===== config.mk =====
export PLATFORM = sky130hd
export DESIGN_NAME = hsk_port
export DESIGN_NICKNAME = d
export VERILOG_FILES = /design/src/rtl/hsk_pkg.sv /design/src/rtl/hsk_sync.sv /design/src/rtl/hsk_in_path.sv /design/src/rtl/hsk_out_path.sv /design/src/rtl/hsk_port.sv
export SDC_FILE = /design/constraint.sdc
export NUM_CORES = 1
export LEC_CHECK = 0
export BUFFER_PORTS_ARGS = -buffer_cell sky130_fd_sc_hd__buf_2
export CAP_MARGIN = 10
export CORE_MARGIN = 3
export CORE_UTILIZATION = 45
export DETAILED_ROUTE_END_ITERATION = 8
export PLACE_DENSITY = 0.84
export SETUP_SLACK_MARGIN = 0.05
export SYNTH_ARGS = -nofsm -noshare
export SYNTH_HDL_FRONTEND = slang
export SYNTH_HIERARCHICAL = 1
export SYNTH_SLANG_ARGS = --single-unit

===== constraint.sdc =====
create_clock -name clk_i -period 1.7 [get_ports clk_i]
set_clock_uncertainty 0.15 [all_clocks]
set_input_delay 0.085 -clock clk_i [delete_from_list [all_inputs] [get_ports clk_i]]
set_output_delay 0.085 -clock clk_i [all_outputs]
set_load 0.01 [all_outputs]

===== src/rtl/hsk_pkg.sv =====
package hsk_pkg;
  typedef enum logic {DIR_IN = 1'b0, DIR_OUT = 1'b1} port_dir_e;
  localparam int unsigned MIN_SYNC = 2;
endpackage


===== src/rtl/hsk_sync.sv =====
module hsk_sync #(
  parameter int unsigned STAGES  = 2,
  parameter logic        RST_VAL = 1'b1
) (
  input  logic clk_i,
  input  logic rst_ni,
  input  logic async_i,
  output logic lvl_o,
  output logic fall_o
);
  logic [STAGES-1:0] chain_q;
  logic              prev_q;

  for (genvar g = 0; g < STAGES; g++) begin : g_stage
    always_ff @(posedge clk_i or negedge rst_ni) begin
      if (!rst_ni)     chain_q[g] <= RST_VAL;
      else if (g == 0) chain_q[g] <= async_i;
      else             chain_q[g] <= chain_q[(g == 0) ? 0 : g-1];
    end
  end

  always_ff @(posedge clk_i or negedge rst_ni) begin
    if (!rst_ni) prev_q <= RST_VAL;
    else         prev_q <= chain_q[STAGES-1];
  end

  assign lvl_o  = chain_q[STAGES-1];
  assign fall_o = prev_q & ~chain_q[STAGES-1];
endmodule


===== src/rtl/hsk_in_path.sv =====
module hsk_in_path #(
  parameter int unsigned DW     = 8,
  parameter int unsigned STAGES = 2
) (
  input  logic          clk_i,
  input  logic          rst_ni,
  input  logic          mode_i,
  input  logic          ie_i,
  input  logic          stb_ni,
  input  logic          rd_ni,
  input  logic [DW-1:0] pdat_i,
  output logic          ibf_o,
  output logic          intr_o,
  output logic [DW-1:0] rdata_o
);
  logic          stb_s, stb_fall;
  logic          rd_q, rd_rise;
  logic          ibf_q;
  logic [DW-1:0] data_q;
  logic [DW-1:0] dpipe_q [STAGES];

  hsk_sync #(.STAGES(STAGES), .RST_VAL(1'b1)) u_stb_sync (
    .clk_i  (clk_i),
    .rst_ni (rst_ni),
    .async_i(stb_ni),
    .lvl_o  (stb_s),
    .fall_o (stb_fall)
  );

  // data delayed to line up with the synchronized strobe
  for (genvar g = 0; g < STAGES; g++) begin : g_dpipe
    always_ff @(posedge clk_i or negedge rst_ni) begin
      if (!rst_ni)     dpipe_q[g] <= '0;
      else if (g == 0) dpipe_q[g] <= pdat_i;
      else             dpipe_q[g] <= dpipe_q[(g == 0) ? 0 : g-1];
    end
  end

  always_ff @(posedge clk_i or negedge rst_ni) begin
    if (!rst_ni) rd_q <= 1'b1;
    else         rd_q <= rd_ni;
  end
  assign rd_rise = ~rd_q & rd_ni;

  always_ff @(posedge clk_i or negedge rst_ni) begin
    if (!rst_ni)       ibf_q <= 1'b0;
    else if (!mode_i)  ibf_q <= 1'b0;
    else if (stb_fall) ibf_q <= 1'b1;
    else if (rd_rise)  ibf_q <= 1'b0;
  end

  always_ff @(posedge clk_i or negedge rst_ni) begin
    if (!rst_ni)                data_q <= '0;
    else if (mode_i && !stb_s)  data_q <= dpipe_q[STAGES-1];
  end

  assign ibf_o   = ibf_q;
  assign intr_o  = ie_i & mode_i & ibf_q & stb_s & rd_q;
  assign rdata_o = data_q;


  full_on_low_stb_chk: assert property (@(posedge clk_i) disable iff (!rst_ni)
    $rose(ibf_q) |-> !$past(stb_s));

  hold_data_chk: assert property (@(posedge clk_i) disable iff (!rst_ni)
    (ibf_q && stb_s) |=> $stable(data_q));

  off_empty_chk: assert property (@(posedge clk_i) disable iff (!rst_ni)
    !mode_i |=> !ibf_q);

  in_intr_full_chk: assert property (@(posedge clk_i) disable iff (!rst_ni)
    $rose(intr_o) |-> ibf_o);
endmodule


===== src/rtl/hsk_out_path.sv =====
module hsk_out_path #(
  parameter int unsigned DW     = 8,
  parameter int unsigned STAGES = 2
) (
  input  logic          clk_i,
  input  logic          rst_ni,
  input  logic          mode_i,
  input  logic          ie_i,
  input  logic          ack_ni,
  input  logic          wr_ni,
  input  logic [DW-1:0] wdata_i,
  output logic [DW-1:0] pdat_o,
  output logic          obf_no,
  output logic          intr_o
);
  logic          ack_s, ack_fall;
  logic          wr_q, wr_rise;
  logic          obf_n_q;
  logic [DW-1:0] out_q;

  hsk_sync #(.STAGES(STAGES), .RST_VAL(1'b1)) u_ack_sync (
    .clk_i  (clk_i),
    .rst_ni (rst_ni),
    .async_i(ack_ni),
    .lvl_o  (ack_s),
    .fall_o (ack_fall)
  );

  always_ff @(posedge clk_i or negedge rst_ni) begin
    if (!rst_ni) wr_q <= 1'b1;
    else         wr_q <= wr_ni;
  end
  assign wr_rise = ~wr_q & wr_ni;

  always_ff @(posedge clk_i or negedge rst_ni) begin
    if (!rst_ni)               out_q <= '0;
    else if (mode_i && !wr_ni) out_q <= wdata_i;
  end

  // new data outranks a late acknowledge
  always_ff @(posedge clk_i or negedge rst_ni) begin
    if (!rst_ni)       obf_n_q <= 1'b1;
    else if (!mode_i)  obf_n_q <= 1'b1;
    else if (wr_rise)  obf_n_q <= 1'b0;
    else if (ack_fall) obf_n_q <= 1'b1;
  end

  assign pdat_o = out_q;
  assign obf_no = obf_n_q;
  assign intr_o = ie_i & mode_i & obf_n_q & ack_s & wr_q;


  obf_fall_chk: assert property (@(posedge clk_i) disable iff (!rst_ni)
    $fell(obf_n_q) |-> (!$past(wr_q) && wr_q));

  obf_rise_chk: assert property (@(posedge clk_i) disable iff (!rst_ni)
    $rose(obf_n_q) |-> (!$past(ack_s) || !$past(mode_i)));

  off_idle_chk: assert property (@(posedge clk_i) disable iff (!rst_ni)
    !mode_i |=> obf_n_q);

  busy_quiet_chk: assert property (@(posedge clk_i) disable iff (!rst_ni)
    !obf_no |-> !intr_o);
endmodule


===== src/rtl/hsk_port.sv =====
module hsk_port #(
  parameter hsk_pkg::port_dir_e DIR    = hsk_pkg::DIR_IN,
  parameter int unsigned        DW     = 8,
  parameter int unsigned        STAGES = hsk_pkg::MIN_SYNC
) (
  input  logic          clk_i,
  input  logic          rst_ni,
  input  logic          mode_i,
  input  logic          ie_we_i,
  input  logic          ie_i,
  input  logic          rd_ni,
  input  logic          wr_ni,
  input  logic [DW-1:0] wdata_i,
  output logic [DW-1:0] rdata_o,
  input  logic [DW-1:0] pdat_i,
  output logic [DW-1:0] pdat_o,
  input  logic          stb_ni,
  input  logic          ack_ni,
  output logic          ibf_o,
  output logic          obf_no,
  output logic          intr_o
);
  logic mode_q, ie_q;

  always_ff @(posedge clk_i or negedge rst_ni) begin
    if (!rst_ni) begin
      mode_q <= 1'b0;
      ie_q   <= 1'b0;
    end else begin
      mode_q <= mode_i;
      if (ie_we_i) ie_q <= ie_i;
    end
  end

  if (DIR == hsk_pkg::DIR_IN) begin : g_in
    logic unused_out_side;
    assign unused_out_side = ^{wr_ni, ack_ni, wdata_i};

    hsk_in_path #(.DW(DW), .STAGES(STAGES)) u_in (
      .clk_i  (clk_i),
      .rst_ni (rst_ni),
      .mode_i (mode_q),
      .ie_i   (ie_q),
      .stb_ni (stb_ni),
      .rd_ni  (rd_ni),
      .pdat_i (pdat_i),
      .ibf_o  (ibf_o),
      .intr_o (intr_o),
      .rdata_o(rdata_o)
    );
    assign pdat_o = '0;
    assign obf_no = 1'b1;
  end else begin : g_out
    logic [DW-1:0] out_latch;
    logic          unused_in_side;
    assign unused_in_side = ^{rd_ni, stb_ni, pdat_i};

    hsk_out_path #(.DW(DW), .STAGES(STAGES)) u_out (
      .clk_i  (clk_i),
      .rst_ni (rst_ni),
      .mode_i (mode_q),
      .ie_i   (ie_q),
      .ack_ni (ack_ni),
      .wr_ni  (wr_ni),
      .wdata_i(wdata_i),
      .pdat_o (out_latch),
      .obf_no (obf_no),
      .intr_o (intr_o)
    );
    assign pdat_o  = out_latch;
    assign rdata_o = out_latch;
    assign ibf_o   = 1'b0;
  end


  ie_clear_chk: assert property (@(posedge clk_i) disable iff (!rst_ni)
    (ie_we_i && !ie_i) |=> !intr_o);
endmodule


==> impl_metrics.yaml, run 1 <==
outcome:
  status: "completed"
drt:
  dr.pass1.iters: 3
  vias: 553
  viasPerCell: 4.254
  drc: 0
  wire_per_inst_um: 11.44
  wirelength_um: 1487
  drt_iter0_markers: 5
  antenna_left: 0
clock_tree:
  worstSkewPairLatency_ns: 0.31
  cts_tree: "yes"
  clk_pin_slew_ns: 0.09
  cts_root_buf: "clkbuf_4"
  post-cts-setup-buffers: 0
  htreeDepth: 2
  clock-sinks: 31
  cts_buffers: 5
  cts_buffer_depth: 2
placement:
  port_buffers: 24
  gp_congestion: 0.6144
setup_path:
  rr_startpoint: "ie_q$_DFFE_PN0P_"
  reg2reg_to: "ie_q$_DFFE_PN0P_"
  crit_path_top_delay_cell: "dlygate4sd3_1"
  ff2ff_path_depth: 2
  cp-start-kind: "register"
  cp_cell_sequence: "mux2_4 -> dlygate4sd3_1"
  cp_max_fo: 2
  crit_type: "reg -> reg"
  critPathArrivalTime_ns: 1.51
  cp.required_ns: 1.75
  rrSetupSlack_ns: 0.24
  crit_path_end_kind: "register"
  cpPeakStageDelay_ns: 0.55
timing:
  rsz0062_at_grt: "no"
  tns_ns: 0
  fin_crit_sh: 0.8602
  relSlewSlack: 0.5679
  finalMaxSlewViolations: 0
  tightest_slew_ns: 0.6482
  finalSetupViolations: 0
  fin_crit_ns: 1.462
  final-hold-violation-count: 0
  fmaxAchievable_ghz: 0.6838
  whs_ns: 0.1873
yosys:
  ys_warn_count: 6
  ys_seq_area_frac: 0.7393
  synth_seq_cells: 31
  yosys.cell_types.count: 12
  syn-cell-area_mm2: 0.001056
  postSynthCellCount: 60
  syn_area_per_cell_um2: 17.60
min_path:
  hold_path_class: "in -> async"
job:
  drv_cap: 0
global_route:
  grt_pass1_wl_um: 2435
  grt_use_total: 0.1253
  grt_overflow: 0
  grt_pass1_vias: 569
  grt_start_max_net_pins: 32
  antenna_found_initial: 0
cells_and_area:
  fillCellCount: 158
  multiInputGateArea_um2: 222.7
  fin_util: 0.6647
  syn_to_final_growth_pct: 31.04
  final_common_cell: "dfrtp_1"
  register_area_um2: 780.7
  drive_gt1_frac: 0.4563
  antennaDiodeCount: 0
  final_cell_mix: "27 x dfrtp_1, 24 x buf_2, 14 x dlygate4sd3_1"
  finalNetCount: 127
floorplanning:
  initial_utilization: 0.5072
  fp-row-count: 16
  io_pins: 44
  fp.dieW_um: 54.44
  die_y_um: 54.44
  fp.coreArea_mm2: 0.002082
  fp.dieArea_mm2: 0.002964
power:
  power.total_mw: 1.572
  ir_drop_mv: 0.6451
  leakage_nw: 0.6824
  power.density_mw_per_mm2: 1136
[area by class of cell]
cell class | count | area share
flip-flops and latches | 31 | 0.5642
repair buffers | 38 | 0.1881
multi-input cells | 26 | 0.1609
clock buffers | 6 | 0.03707
clock inverters | 2 | 0.02532
well taps | 27 | 0.02441
[report_power, final]
part	internal, mW	switching, mW
registers	0.798	0.0265
clock network	0.347	0.227
logic	0.101	0.0715
[metrics by stage]
step | setup slack [ns] | cell area [um2] | std cells
finish | 0.2376 | 1384 | 130
global route | 0.1317 | 1384 | 130
CTS | 0.2239 | 1384 | 130
detailed placement | 0.3868 | 1157 | 108
global placement | 0.3966 | 1157 | 108
floorplan | 0.3878 | 1082 | 67
[worst max-delay path, delay by kind of cell (launching register included)]
family                 cells  cell delay, ns
multiplexers               1            0.26
buffers and inverters      1            0.55
flip-flops                 1            0.39
[Yosys cell counts, drive strengths merged]
cell | n | share of area
dfrtp | 27 | 0.64
nor2 | 2 | 0.0071
a21oi | 1 | 0.0047
o21ai | 1 | 0.0047
nand2 | 1 | 0.0036
conb | 2 | 0.0071
mux2 | 9 | 0.13
nor2b | 2 | 0.026
nand3 | 1 | 0.0047
dfstp | 4 | 0.10
buf | 10 | 0.075
[worst max path at each step]
stage                                              start                                to  slack [ns]  cells after the start
floorplan           g_in.u_in/u_stb_sync/lvl_o$_DFF_PN1_  g_in.u_in/rdata_o[0]$_DFFE_PN0P_        0.39                      3
global route        g_in.u_in/u_stb_sync/lvl_o$_DFF_PN1_                            intr_o        0.13                      3
detailed placement                      mode_q$_DFF_PN0_  g_in.u_in/rdata_o[4]$_DFFE_PN0P_        0.39                      2
CTS                 g_in.u_in/u_stb_sync/lvl_o$_DFF_PN1_                            intr_o        0.22                      3
finish                                  ie_q$_DFFE_PN0P_                  ie_q$_DFFE_PN0P_        0.24                      2
global placement    g_in.u_in/u_stb_sync/lvl_o$_DFF_PN1_  g_in.u_in/rdata_o[2]$_DFFE_PN0P_        0.40                      2
[state kept, by name, indices dropped and copies added (netlist names)]
| signal | count |
|---|---|
| g_in.u_in/dpipe_q | 16 |
| g_in.u_in/rdata_o | 8 |
| g_in.u_in/ibf_o | 1 |
| g_in.u_in/rd_q | 1 |
| g_in.u_in/u_stb_sync/chain_q | 1 |
| g_in.u_in/u_stb_sync/lvl_o | 1 |
| g_in.u_in/u_stb_sync/prev_q | 1 |
| ie_q | 1 |
| mode_q | 1 |
[cell families (layout without fill, tap and decap cells)]
| family | Yosys count | after routing | synth area share |
|---|---|---|---|
| AOI/OAI and AO/OA | 2 | 2 | 0.009470 |
| buffers and inverters | 10 | 46 | 0.07464 |
| DFF | 31 | 31 | 0.7393 |
| muxes | 9 | 9 | 0.1280 |
| other | 2 | 9 | 0.007112 |
| and+or+nand+nor | 6 | 6 | 0.04147 |
[routing by layer]
metal  wire length, um  share of wire  global-route usage
met2               754           0.51              0.1932
met3               133          0.089             0.05722
met4                27          0.018             0.08714
met1               572           0.38              0.1362
met5                 0              0                   0
[timing repair]
| action | 4_1_cts | 5_1_grt |
|---|---|---|
| hold buffers | 14 | 0 |
| hold endpoints to repair | 40 | 0 |
| gates resized for setup | 0 | 0 |
| setup endpoints to repair | 0 | 0 |
(Power assumes the default switching activity.)
==> run 2: changes to the inputs <==
--- a/config.mk
+++ b/config.mk
@@ -14,5 +14,4 @@
 export SETUP_SLACK_MARGIN = 0.05
 export SYNTH_ARGS = -nofsm -noshare
 export SYNTH_HDL_FRONTEND = slang
-export SYNTH_HIERARCHICAL = 1
 export SYNTH_SLANG_ARGS = --single-unit
==> impl_metrics.yaml, run 2 <==
outcome:
  status: "completed"
min_path:
  hold_path_class: "in -> async"
drt:
  drt_iter0_markers: 0
  vias: 551
  dr.pass1.iters: 1
  viasPerCell: 4.305
  antenna_left: 0
  wire_per_inst_um: 12.55
  drc: 0
  wirelength_um: 1606
setup_path:
  rr_startpoint: "ie_q$_DFFE_PN0P_"
  cp-endpoint: "ie_q$_DFFE_PN0P_"
  cp-start-kind: "primary input"
  startpoint: "ie_i"
  critPathArrivalTime_ns: 1.54
  cp_max_fo: 1
  crit_path_end_kind: "register"
  ff2ff_path_depth: 2
  rrSetupSlack_ns: 0.24
  reg2reg_to: "ie_q$_DFFE_PN0P_"
  cp.required_ns: 1.76
  crit_type: "in -> reg"
global_route:
  grt_pass1_wl_um: 2649
  grt_pass1_vias: 572
  grt_start_max_net_pins: 32
  grt_use_total: 0.1374
  grt_overflow: 0
  antenna_found_initial: 0
timing:
  finalSetupViolations: 0
  relSlewSlack: 0.5641
  fin_crit_sh: 0.8733
  final-hold-violation-count: 0
  fin_crit_ns: 1.485
  whs_ns: 0.1756
  tightest_slew_ns: 0.6538
  tns_ns: 0
  fmaxAchievable_ghz: 0.6736
  finalWorstSetupSlack_ns: 0.2154
  finalMaxSlewViolations: 0
  rsz0062_at_grt: "no"
clock_tree:
  clock-sinks: 31
  worstSkewPairLatency_ns: 0.31
  cts_buffers: 5
  cts_buffer_depth: 2
  cts_tree: "yes"
  clk_pin_slew_ns: 0.10
  cts_root_buf: "clkbuf_4"
  cts_resized: 0
  htreeDepth: 2
  post-cts-setup-buffers: 0
  hold_buffers: 14
floorplanning:
  fp.dieW_um: 54.10
  fp.coreArea_mm2: 0.002082
  die_y_um: 54.10
  initial_utilization: 0.5000
  fp-row-count: 16
  fp.dieArea_mm2: 0.002926
  io_pins: 44
placement:
  port_buffers: 24
  place_ws_ns: 0.3404
  post-dp-hpwl_um: 970.6
  gp_congestion: 0.5841
  postPlaceCellArea_mm2: 0.001142
yosys:
  postSynthCellCount: 58
  yosys.cell_types.count: 13
  synth_ff_type: "dfrtp_1"
  yosysMostFrequentCell: "dfrtp_1"
  syn-cell-area_mm2: 0.001041
  synth-edff-count: 0
  ys_async_sr_fraction: 1.000
  synth_top_area_share: 0.6490
  yosys.area.top_type: "dfrtp_1"
  ys_top_cells_by_count: "27 x dfrtp_1, 9 x buf_4, 8 x mux2_4"
  ys_seq_area_frac: 0.7500
  ys_warn_count: 0
  synth_seq_cells: 31
  synth_area_leaders: "dfrtp_1 65%, mux2_4 12%, dfstp_2 10%"
  syn_area_per_cell_um2: 17.95
power:
  leakage_nw: 0.6706
  power.density_mw_per_mm2: 1155
  ir_drop_mv: 0.8843
cells_and_area:
  finalNetCount: 125
  final_cell_mix: "27 x dfrtp_1, 24 x buf_2, 14 x dlygate4sd3_1"
  fillCellCount: 163
  syn_to_final_growth_pct: 31.49
  largest_register_ffs: 16
  antennaDiodeCount: 0
  final_common_cell: "dfrtp_1"
  top_register: "g_in.u_in.dpipe_q"
  final_cell_area_mm2: 0.001369
  drive_gt1_frac: 0.4554
job:
  drv_cap: 0
-- run 2: changes by cell type in the layout (fill, tap and decap cells not counted), sizes merged --
cell / previous run / this run
a21oi: 1 / 0
a32o: 0 / 1
nand2b: 0 / 1
nor2: 2 / 1
nor2b: 2 / 1
o21ai: 1 / 0
-- run 2: worst min-delay path by stage --
stage                                                          from                                    to  depth (start not counted)
after global placement                                       rst_ni           g_in.u_in.ibf_o$_DFFE_PN0P_                          1
final                                                        rst_ni       g_in.u_in.dpipe_q[12]$_DFF_PN0_                          2
after global routing      g_in.u_in.u_stb_sync.chain_q[0]$_DFF_PN1_  g_in.u_in.u_stb_sync.lvl_o$_DFF_PN1_                          0
after floorplan                                              rst_ni        g_in.u_in.dpipe_q[0]$_DFF_PN0_                          0
after CTS                                                    rst_ni                      mode_q$_DFF_PN0_                          2
after detailed placement                                     rst_ni           g_in.u_in.ibf_o$_DFFE_PN0P_                          1
-- run 2: cell families (layout without fill, tap and decap cells) --
kind of cell / after synthesis / count (layout) / share of synthesized area
simple gates: 5 / 5 / 0.03124
other cells: 2 / 9 / 0.007214
flops: 31 / 31 / 0.7500
compound gates: 1 / 1 / 0.009616
buf+inv: 10 / 46 / 0.07572
mux: 9 / 9 / 0.1262
-- run 2: critical path, cell delays in order --
cell and delay (ns):
dlygate4sd3_1 0.53, buf_2 0.12, mux2_2 0.25, dlygate4sd3_1 0.56
-- run 2: area by class of cell --
class	instances	area [um2]	share of cell area
clock buffers	6	51.30	0.03748
flip-flops and latches	31	780.7	0.5704
clock inverters	2	35.03	0.02559
well taps	27	33.78	0.02468
multi-input cells	24	207.7	0.1517
repair buffers	38	260.3	0.1901
-- run 2: metrics by stage --
step | util | power [mW] | cells
after floorplan | - | 0.9318 | 65
after global placement | 0.5487 | 0.9776 | 106
after detailed placement | 0.5487 | 0.9859 | 106
after CTS | 0.6575 | 1.609 | 128
after global routing | 0.6575 | 1.663 | 128
final | 0.6575 | 1.581 | 128
-- run 2: power breakdown --
part / internal [mW] / switching (mW) / total, mW
Clock: 0.348 / 0.237 / 0.585
Combinational: 0.0992 / 0.0737 / 0.173
Sequential: 0.798 / 0.0257 / 0.824
Total: 1.24 / 0.337 / 1.58
-- run 2: metal layers --
layer / up-vias / routed length [um] / GRT usage
li1: 255 / - / -
met1: 269 / 648 / 0.1436
met2: 25 / 830 / 0.2319
met3: 2 / 108 / 0.06648
met4: 0 / 18 / 0.06224
met5: - / 0 / 0
==> run 3: changes to the inputs <==
--- a/config.mk
+++ b/config.mk
@@ -8,9 +8,9 @@
 export BUFFER_PORTS_ARGS = -buffer_cell sky130_fd_sc_hd__buf_2
 export CAP_MARGIN = 10
 export CORE_MARGIN = 3
-export CORE_UTILIZATION = 45
+export CORE_UTILIZATION = 30
 export DETAILED_ROUTE_END_ITERATION = 8
-export PLACE_DENSITY = 0.84
+export PLACE_DENSITY = 0.62
 export SETUP_SLACK_MARGIN = 0.05
 export SYNTH_ARGS = -nofsm -noshare
 export SYNTH_HDL_FRONTEND = slang
==> impl_metrics.yaml, run 3 (synthesis results as in run 2) <==
timing:
  tightest_slew_ns: 0.6604
  finalMaxSlewViolations: 0
  fin_crit_sh: 0.8993
  relSlewSlack: 0.5598
  fin_crit_ns: 1.529
  fmaxAchievable_ghz: 0.6541
  rsz0062_at_grt: "no"
  whs_ns: 0.2022
  tns_ns: 0
  finalSetupViolations: 0
  final-hold-violation-count: 0
cells_and_area:
  top_register: "g_in.u_in.dpipe_q"
  drive_gt1_frac: 0.4257
  syn_to_final_growth_pct: 29.93
  antennaDiodeCount: 0
  fin_cells: 145
  final_common_cell: "dfrtp_1"
  final_cell_mix: "27 x dfrtp_1, 24 x buf_2, 14 x dlygate4sd3_1"
  finalNetCount: 125
  largest_register_ffs: 16
drt:
  vias: 549
  antenna_left: 0
  wirelength_um: 1596
  drt_iter0_markers: 1
  wire_per_inst_um: 11.01
  viasPerCell: 3.786
  dr.pass1.iters: 3
  drc: 0
placement:
  post-dp-hpwl_um: 957.8
  dp.cells: 123
  port_buffers: 24
  gp_congestion: 0.6757
clock_tree:
  htreeDepth: 2
  cts_tree: "yes"
  clk_pin_slew_ns: 0.08
  clock-sinks: 31
  cts_resized: 0
  cts_buffers: 5
  cts_buffer_depth: 2
  cts_root_buf: "clkbuf_4"
  worstSkewPairLatency_ns: 0.31
  hold_buffers: 14
  post-cts-setup-buffers: 0
power:
  switching_power_mw: 0.3103
  ir_drop_mv: 0.5570
  p_int_mw: 1.062
  power_frac_clock: 0.275
  comb_power_share: 0.126
  power.density_mw_per_mm2: 1014
  leakage_nw: 0.6489
  swShare: 0.2262
  seqPwrFrac: 0.599
outcome:
  status: "completed"
setup_path:
  cp-endpoint: "ie_q$_DFFE_PN0P_"
  startpoint: "ie_i"
  reg2reg_to: "ie_q$_DFFE_PN0P_"
  worst_path_most_repeated_cell: "dlygate4sd3_1"
  cpPeakStageDelay_ns: 0.56
  cp.required_ns: 1.74
  ff2ff_path_depth: 2
  crit_buf_inv: 3
  rrSetupSlack_ns: 0.23
  cp-start-kind: "primary input"
  crit_type: "in -> reg"
  crit_path_top_delay_cell: "dlygate4sd3_1"
  cp_cell_sequence: "dlygate4sd3_1 -> buf_2 -> mux2_2 -> dlygate4sd3_1"
  path_depth: 4
  cp_max_fo: 1
  critPathArrivalTime_ns: 1.57
  rr_startpoint: "ie_q$_DFFE_PN0P_"
  crit_path_end_kind: "register"
  critPathTopFamily: "buffers and inverters"
floorplanning:
  fp.coreArea_mm2: 0.003178
  initial_utilization: 0.3276
  fp-row-count: 20
  fp.dieW_um: 64.91
  fp.dieArea_mm2: 0.004213
  io_pins: 44
  die_y_um: 64.91
global_route:
  grt_overflow: 0
  antenna_found_initial: 0
  grt_pass1_vias: 555
  grt_use_total: 0.09138
  grt_pass1_wl_um: 2677
  grt_start_max_net_pins: 32
min_path:
  hold_path_class: "reg -> reg"
job:
  drv_cap: 0
run 3: cell types whose count changed in the layout (fill, tap and decap cells not counted), sizes merged:
| cell | delta |
|---|---|
| clkinv | -1 |
| bufinv | -1 |
| clkbuf | +2 |
run 3: cell type report:
cell class	instances	area (um2)
Clock buffer	8	48.80
Fill cell	309	1826
Multi-Input combinational cell	24	207.7
Sequential cell	31	780.7
Tap cell	44	55.05
Timing Repair Buffer	38	260.3
run 3: power by group through the flow:
stage	Clock [mW]	Sequential, mW	Combinational (mW)
2_1_floorplan	0	0.849	0.0825
3_3_place_gp	0	0.836	0.145
3_5_place_dp	0	0.838	0.148
4_1_cts	0.403	0.824	0.174
5_1_grt	0.435	0.831	0.190
6_report	0.377	0.822	0.173
run 3: through the flow:
step | setup slack, ns | power (mW) | util | cell area [um2]
final | 0.1711 | 1.372 | 0.4256 | 1353
after global routing | 0.1600 | 1.456 | 0.4256 | 1353
after CTS | 0.2451 | 1.401 | 0.4256 | 1353
after detailed placement | 0.3380 | 0.9857 | 0.3661 | 1164
after global placement | 0.3668 | 0.9806 | 0.3661 | 1164
after floorplan | 0.4277 | 0.9318 | - | 1067
run 3: worst min-delay path by stage:
stage                                      endpoint                                 startpoint  cells after the start
6_report             g_in.u_in.dpipe_q[3]$_DFF_PN0_            g_in.u_in.dpipe_q[11]$_DFF_PN0_                      0
5_1_grt        g_in.u_in.u_stb_sync.lvl_o$_DFF_PN1_  g_in.u_in.u_stb_sync.chain_q[0]$_DFF_PN1_                      0
4_1_cts              g_in.u_in.dpipe_q[8]$_DFF_PN0_                                     rst_ni                      2
3_5_place_dp                       ie_q$_DFFE_PN0P_                                     rst_ni                      1
3_3_place_gp                       ie_q$_DFFE_PN0P_                                     rst_ni                      1
2_1_floorplan        g_in.u_in.dpipe_q[0]$_DFF_PN0_                                     rst_ni                      0
run 3: routing by layer:
metal | global-route usage | part of all wire | vias up
li1 | - | - | 252
met1 | 0.09529 | 0.38 | 273
met2 | 0.1481 | 0.52 | 19
met3 | 0.05373 | 0.076 | 5
met4 | 0.03958 | 0.018 | 0
met5 | 0 | 0 | -
